[src/rtl/colro_pkg.sv]
package colro_pkg;
  localparam int REC_W   = 22;
  localparam int TIME_W  = 8;
  localparam int NRG_W   = 5;
  localparam int SUBPX_W = 8;

  typedef struct packed {
    logic               hit;
    logic [TIME_W-1:0]  arrival;
    logic [NRG_W-1:0]   energy;
    logic [SUBPX_W-1:0] subpx;
  } chan_rec_t;

  // number of bits one channel places on the chain
  function automatic int chan_bits(input logic hit, input logic comp);
    return (comp && !hit) ? 1 : REC_W;
  endfunction
endpackage

[src/rtl/colro_cell.sv]
module colro_cell
  import colro_pkg::*;
(
  input  logic             clk_i,
  input  logic             rst_ni,
  input  logic             load_i,
  input  logic             shift_i,
  input  logic             bypass_i,
  input  logic [REC_W-1:0] rec_i,
  input  logic             sin_i,
  output logic             sout_o
);
  logic [REC_W-1:0] sr_q;
  logic             bypass_q;

  always_ff @(posedge clk_i or negedge rst_ni) begin
    if (!rst_ni) begin
      sr_q     <= '0;
      bypass_q <= 1'b0;
    end else if (load_i) begin
      sr_q     <= rec_i;
      bypass_q <= bypass_i;
    end else if (shift_i) begin
      if (bypass_q) sr_q[REC_W-1] <= sin_i;
      else          sr_q          <= {sr_q[REC_W-2:0], sin_i};
    end
  end

  assign sout_o = sr_q[REC_W-1];


  skip_hold_chk: assert property (@(posedge clk_i) disable iff (!rst_ni)
    (bypass_q && shift_i && !load_i) |=> $stable(sr_q[REC_W-2:0]));
endmodule

[src/rtl/colro_ctrl.sv]
module colro_ctrl
  import colro_pkg::*;
#(
  parameter int NCH  = 16,
  parameter int NCOL = 4,
  localparam int CIW = (NCOL > 1) ? $clog2(NCOL) : 1,
  localparam int CW  = $clog2(NCH*REC_W)
)(
  input  logic            clk_i,
  input  logic            rst_ni,
  input  logic            start_i,
  input  logic            comp_en_i,
  input  logic [NCH-1:0]  ld_hits_i,
  output logic            load_o,
  output logic            shift_o,
  output logic [CIW-1:0]  ld_col_o,
  output logic            ld_comp_o,
  output logic            frame_o,
  output logic [NCOL-1:0] col_sel_o
);
  typedef enum logic {ST_IDLE, ST_RUN} st_e;

  st_e           st_q;
  logic [CIW-1:0] col_q;
  logic [CW-1:0]  cnt_q;
  logic           comp_q;
  logic           last_bit, last_col, running;
  logic [CW-1:0]  ld_cnt;

  function automatic int col_bits(input logic [NCH-1:0] hits, input logic comp);
    int s;
    s = 0;
    for (int k = 0; k < NCH; k++) s += chan_bits(hits[k], comp);
    return s;
  endfunction

  assign running   = (st_q == ST_RUN);
  assign last_bit  = running && (cnt_q == '0);
  assign last_col  = (col_q == CIW'(NCOL-1));
  assign load_o    = (!running && start_i) || (last_bit && !last_col);
  assign shift_o   = running && !load_o;
  assign ld_col_o  = running ? CIW'(col_q + 1'b1) : '0;
  assign ld_comp_o = running ? comp_q : comp_en_i;
  assign ld_cnt    = CW'(col_bits(ld_hits_i, ld_comp_o) - 1);
  assign frame_o   = running;

  always_comb begin
    col_sel_o = '0;
    if (running) col_sel_o[col_q] = 1'b1;
  end

  always_ff @(posedge clk_i or negedge rst_ni) begin
    if (!rst_ni) begin
      st_q   <= ST_IDLE;
      col_q  <= '0;
      cnt_q  <= '0;
      comp_q <= 1'b0;
    end else if (!running) begin
      if (start_i) begin
        st_q   <= ST_RUN;
        col_q  <= '0;
        cnt_q  <= ld_cnt;
        comp_q <= comp_en_i;
      end
    end else if (last_bit) begin
      if (last_col) st_q <= ST_IDLE;
      else begin
        col_q <= ld_col_o;
        cnt_q <= ld_cnt;
      end
    end else begin
      cnt_q <= cnt_q - 1'b1;
    end
  end


  start_chk: assert property (@(posedge clk_i) disable iff (!rst_ni)
    (!frame_o && start_i) |=> frame_o);

  col_step_chk: assert property (@(posedge clk_i) disable iff (!rst_ni)
    (frame_o && !last_bit) |=> (col_sel_o == $past(col_sel_o)));

  frame_end_chk: assert property (@(posedge clk_i) disable iff (!rst_ni)
    $fell(frame_o) |-> ($past(last_col) && $past(cnt_q) == '0));

  mode_hold_chk: assert property (@(posedge clk_i) disable iff (!rst_ni)
    (frame_o && !last_bit) |=> (frame_o && $stable(comp_q)));

  cnt_bound_chk: assert property (@(posedge clk_i) disable iff (!rst_ni)
    frame_o |-> (int'(cnt_q) < NCH*REC_W));
endmodule

[src/rtl/colro_chain_top.sv]
module colro_chain_top
  import colro_pkg::*;
#(
  parameter int NCH  = 16,
  parameter int NCOL = 4,
  localparam int CIW = (NCOL > 1) ? $clog2(NCOL) : 1,
  localparam int COL_W = NCH*REC_W
)(
  input  logic                   clk_i,
  input  logic                   rst_ni,
  input  logic                   start_i,
  input  logic                   comp_en_i,
  input  logic [NCOL*COL_W-1:0]  rec_i,
  output logic                   sdo_o,
  output logic                   frame_o,
  output logic                   smp_clk_o,
  output logic [NCOL-1:0]        col_sel_o
);
  logic             load, shift, ld_comp;
  logic [CIW-1:0]   ld_col;
  logic [COL_W-1:0] col_data;
  logic [NCH-1:0]   ld_hits;
  logic [NCH:0]     link;

  assign col_data = rec_i[int'(ld_col)*COL_W +: COL_W];

  colro_ctrl #(.NCH(NCH), .NCOL(NCOL)) u_ctrl (
    .clk_i, .rst_ni, .start_i, .comp_en_i,
    .ld_hits_i(ld_hits), .load_o(load), .shift_o(shift),
    .ld_col_o(ld_col), .ld_comp_o(ld_comp),
    .frame_o, .col_sel_o
  );

  assign link[NCH] = 1'b0;

  for (genvar g = 0; g < NCH; g++) begin : g_cell
    chan_rec_t r;
    assign r          = chan_rec_t'(col_data[g*REC_W +: REC_W]);
    assign ld_hits[g] = r.hit;
    colro_cell u_cell (
      .clk_i, .rst_ni, .load_i(load), .shift_i(shift),
      .bypass_i(ld_comp && !r.hit), .rec_i(col_data[g*REC_W +: REC_W]),
      .sin_i(link[g+1]), .sout_o(link[g])
    );
  end

  assign sdo_o     = frame_o & link[0];
  assign smp_clk_o = frame_o & ~clk_i;


  idle_quiet_chk: assert property (@(posedge clk_i) disable iff (!rst_ni)
    !frame_o |-> (!sdo_o && col_sel_o == '0));
endmodule

[config.mk]
export PLATFORM = sky130hd
export DESIGN_NAME = colro_chain_top
export DESIGN_NICKNAME = d
export VERILOG_FILES = /design/src/rtl/colro_pkg.sv /design/src/rtl/colro_cell.sv /design/src/rtl/colro_ctrl.sv /design/src/rtl/colro_chain_top.sv
export SDC_FILE = /design/constraint.sdc
export NUM_CORES = 1
export LEC_CHECK = 0
export ABC_AREA = 0
export BUFFER_PORTS_ARGS = -buffer_cell sky130_fd_sc_hd__buf_2
export CORE_AREA = 8 8 551 553
export CTS_CLUSTER_SIZE = 30
export DETAILED_ROUTE_END_ITERATION = 16
export DIE_AREA = 0 0 559 561
export PLACE_DENSITY = 0.3
export SLEW_MARGIN = 20
export SYNTH_ARGS = -nofsm -noshare
export SYNTH_HDL_FRONTEND = slang
export SYNTH_SLANG_ARGS = --single-unit
[constraint.sdc]
create_clock -name clk_i -period 13.9 [get_ports clk_i]
set_input_delay 2.78 -clock clk_i [delete_from_list [all_inputs] [get_ports clk_i]]
set_output_delay 2.78 -clock clk_i [all_outputs]
set_load 0.005 [all_outputs]
[Yosys cells after proc, flatten, opt, wreduce, memory -nomap -nowiden]
Index checks and enable logic that the tools add are counted.
Cells by class
  add/subtract/negate cells: 18
  multiply operators: 1
  div/mod/pow operators: 0
  order comparisons: 2
  equal/unequal tests: 20
  shifts and indexed selects: 1
  muxes and demuxes: 97
  bitwise logic cells: 4
  reductions and logical operators: 63
Operators with widths (count)
  variable part select 1408 x 12 -> 352 bit: 1
  two-way mux 22 bit: 32
  two-way mux 21 bit: 16
  adder 9 bit: 15
  two-way mux 5 bit: 16
  two-way mux 9 bit: 4
  inequality test 2 bit (second input constant): 18
  AND reduction 2 bit: 18
  two-way mux 1 bit: 22
  logical AND 1 bit: 21
  zero test 1 bit: 19
  two-way mux 2 bit: 5
  zero test 9 bit: 1
  subtractor 9 x 1 -> 9 bit (second input constant): 1
  subtractor 9 x 2 -> 9 bit (second input constant): 1
  multiplier 2 x 4 -> 6 bit (second input constant): 1
  two-way mux 4 bit: 1
  nonzero test 2 bit: 2
  less-than comparator 2 x 3 -> 1 bit (second input constant): 1
  inequality test 3 bit (second input constant): 1
  AND reduction 3 bit: 1
  adder 2 x 1 -> 2 bit (second input constant): 1
  bitwise AND 1 bit: 2
  demux 1 bit (select 2 bit): 1
  other kinds (4): 5
Word-level totals
  register bits: 381
  latch bits: 0
  RAM bits: 0
  memory bits (read-only): 0
  output and inout port bits: 7
  logic and storage cells: 258
  memories kept: 0

[Depth between registers and ports, before layout]
  word-level depth: 26
  mapped depth: 32

[Modules after synthesis]
Synthesis repeated with hierarchy kept, for this count alone.
Unflattened totals
  cell total of the unflattened synthesis: 1980
  area, all modules: 30594.3 sq um
By module, submodules not included
  colro_cell: instances 16, cells an instance 78, area each 1207.4 sq um, sequential area each 575.6 sq um
  colro_chain_top: instances 1, cells an instance 450, area each 8679.6 sq um, sequential area each 0.0 sq um
  colro_ctrl: instances 1, cells an instance 282, area each 2596.2 sq um, sequential area each 325.3 sq um

==> impl_metrics.ini <==
[status]
status = complete, no violations

[cts]
insertion_delay_ns = 0.79
cts_setup_buffers = 0
holdBufCountCts = 0
cts_tree = built
clk_pin_slew_worst_paths_ns = 0.06
ctsResizeCount = 0

[critical_path]
worstPathCellList = clkbuf_16 -> clkbuf_16 -> nor2_1 -> buf_2
rrSetupSlack_ns = 5.37
cpMostUsedCell = clkbuf_16
critPathCaptureType = primary output
worstSetupPathType = clock port to primary output
worstPathMaxFanout = 4
crit_arrival_ns = 7.46
r2r_end = u_ctrl.cnt_q[8]
rr_worst_depth = 22
regToRegStartpoint = u_ctrl.col_q[0]
start_kind = clock port
critPathBufInv = 3
cp.required_ns = 11.12
crit_path_max_incr_delay_ns = 0.17
cp_top_family = buffers and inverters
cp_slowest_cell = buf_2

[sta]
relSlewSlack_pct = 33.3
setup_viol = 0
fin_ws_ns = 3.66
fin_setup_tns_ns = 0
tightest_slew_ns = 1.00
rsz0062_at_grt = no
hold_violations = 0
report.final.slew_viol_count = 0
finalClockSkew_ns = 0.0233

[synthesis]
synth-edff-count = 0
syn_avg_cell_area_sq_um = 7.23
syn_area_sq_um = 30100
async_reset_ff_share_pct = 100
synth_fp_nets = 5650
syn_inst = 4163
synth_area_leader_cell = dfrtp_1
yosys_warnings = 0
ys_seq_area_share_pct = 31.7
synthTopCellsByArea = dfrtp_1, nand2_1, mux2i_1
ys_seq_elements = 381
synth_top_area_share_pct = 31.7
ys.flop_type = dfrtp_1
ys_types = 48

[finish]
nNetsFinal = 6849
layout-drive-gt1-share_pct = 31.3
areaGrowthSynthToFinish_pct = 44.5

[global_route]
track_usage_pct = 15.1
overflow = 0
grt_max_degree = 149
antenna_found_initial = 218
grt_pass1_vias = 36800
grt_pass1_wl_mm = 330

[worst_hold_path]
whs_endpoint = g_cell[15].u_cell.bypass_q
holdCritPathClass = flop to flop
worstHoldStart = g_cell[15].u_cell.bypass_q
whs_path_depth = 2

[floorplanning]
core_sq_um = 295000
die_h_microns = 561
pin_count = 1419
initial_core_util_pct = 10.2
core.rowCount = 200
die_x_microns = 559
die_area_sq_um = 314000

[route]
drc_errors = 0
wl_per_cell_microns = 26.5
dr.first_iter.drc_count = 2176
first_pass_iters = 5
routed_via_density = 3.75
totalWireLength_mm = 249
ant_nets = 0
vias = 35300

[pwr]
irDropWorstVdd_mv = 0.724
leakage_nw = 20.6
powerDensity_nw_per_um2 = 302

[placed_design]
dp_slack_ns = 4.00
hpwlAfterDp_mm = 208
io_buffers = 1418
place_congestion = 0.939

[flow_run]
maxCapViolCount = 0
synth_stat cells (3+ instances only):
cell type  instances
nand2_1         1390
nand3_1          674
mux2i_1          386
dfrtp_1          381
nor2_1           325
a31oi_1          261
clkbuf_1         181
buf_2            129
inv_1             80
o21ai_0           68
a31oi_2           54
fa_1              40
ha_1              35
mux2_2            22
o211ai_1          16
buf_1             14
buf_4             13
buf_6             13
and2_1             9
o22ai_2            9
a21oi_1            8
o21ai_1            6
o22ai_4            6
a211oi_1           5
xnor2_1            5
a21o_1             3
nand2b_1           3
state kept, by name, indices dropped and copies added, names as in the netlist:
register,cells
g_cell.u_cell.bypass_q,16
u_ctrl.comp_q,1
g_cell.u_cell.sr_q,352
u_ctrl.cnt_q,9
u_ctrl.frame_o,1
u_ctrl.col_q,2
cell usage in the layout (no fill, tap or decap), types with 3 or more instances in the layout:
cell / instances
diode_2: 63
fa_1: 40
nand3_1: 674
buf_4: 62
nand2_1: 1388
a31oi_2: 54
a21oi_1: 8
mux2i_1: 386
o22ai_4: 14
o211ai_1: 16
clkinv_2: 9
clkbuf_1: 10
clkinvlp_4: 3
a211oi_1: 5
buf_2: 1417
mux2_2: 22
clkbuf_8: 13
o21ai_1: 6
buf_12: 5
xnor2_1: 5
clkbuf_16: 62
a21o_1: 3
o21ai_0: 68
inv_1: 79
ha_1: 35
bufinv_16: 8
and2_1: 8
a31oi_1: 261
nor2_1: 325
dfrtp_1: 379
layout make-up:
class	instances	area (sq um)
multi-input cells	3351	18700
clock inverters	23	334
flip-flops and latches	381	9540
well taps	3939	4930
inverters	80	300
clock buffers	86	1770
repair buffers	1486	7720
fillers	34500	252000
diodes	63	158
stage by stage:
stage,instances,power [mW],instance area (sq um),hold slack [ns],util [%]
final,9409,13.1,43500,0.481,14.7
after global routing,9369,14.7,43400,0.493,14.7
after CTS,9344,13.6,43300,0.481,14.7
after detailed placement,9236,11.8,41200,0.466,14.0
after global placement,9236,11.9,41200,0.457,14.0
after floorplan,4163,8.71,30100,0.441,-
layer usage:
metal | GRT usage (%) | share of wire, % | vias to the layer above
met5 | 0 | 0.28 | -
met4 | 3.16 | 2.4 | 112
met3 | 4.26 | 7.3 | 431
met2 | 26.8 | 49 | 1450
met1 | 18.2 | 41 | 16700
li1 | - | - | 16600
cell families (layout without fill, tap and decap cells):
kind of cell | count (synthesis) | count (layout) | share of synthesized area, %
other cells | 0 | 63 | 0
compound gates | 446 | 446 | 10.7
mux | 408 | 408 | 13.7
buf+inv | 431 | 1675 | 6.43
xor+xnor | 7 | 7 | 0.204
fa+ha+maj | 75 | 75 | 4.11
flops | 381 | 381 | 31.7
simple gates | 2415 | 2415 | 33.3
worst reg2reg max path: stages, from the launching register on:
cell	delay (ns)
dfrtp_4	0.71
nand2b_4	0.61
buf_4	0.46
buf_4	0.48
mux2_2	0.41
o21ai_0	0.59
and2_1	0.31
fa_1	0.58
fa_1	0.58
inv_1	0.05
fa_1	0.56
fa_1	0.45
fa_1	0.50
inv_1	0.05
fa_1	0.47
inv_1	0.04
ha_1	0.23
fa_1	0.49
a211oi_1	0.31
o21bai_1	0.13
a21oi_1	0.18
xnor2_1	0.15
o21ai_0	0.09
power by group:
group	switching, mW	internal, mW	leakage, nW
combinational	5.86	3.50	15.2
sequential	0.432	1.66	4.38
clock	0.649	1.03	1.04
total	6.94	6.19	20.6
worst max-delay path by stage:
stage	from	end	cells after the start
2_1_floorplan	clk_i	smp_clk_o	1
3_3_place_gp	clk_i	smp_clk_o	2
3_5_place_dp	clk_i	smp_clk_o	2
4_1_cts	clk_i	smp_clk_o	4
5_1_grt	clk_i	smp_clk_o	4
6_report	clk_i	smp_clk_o	4
(Power assumes the default switching activity.)
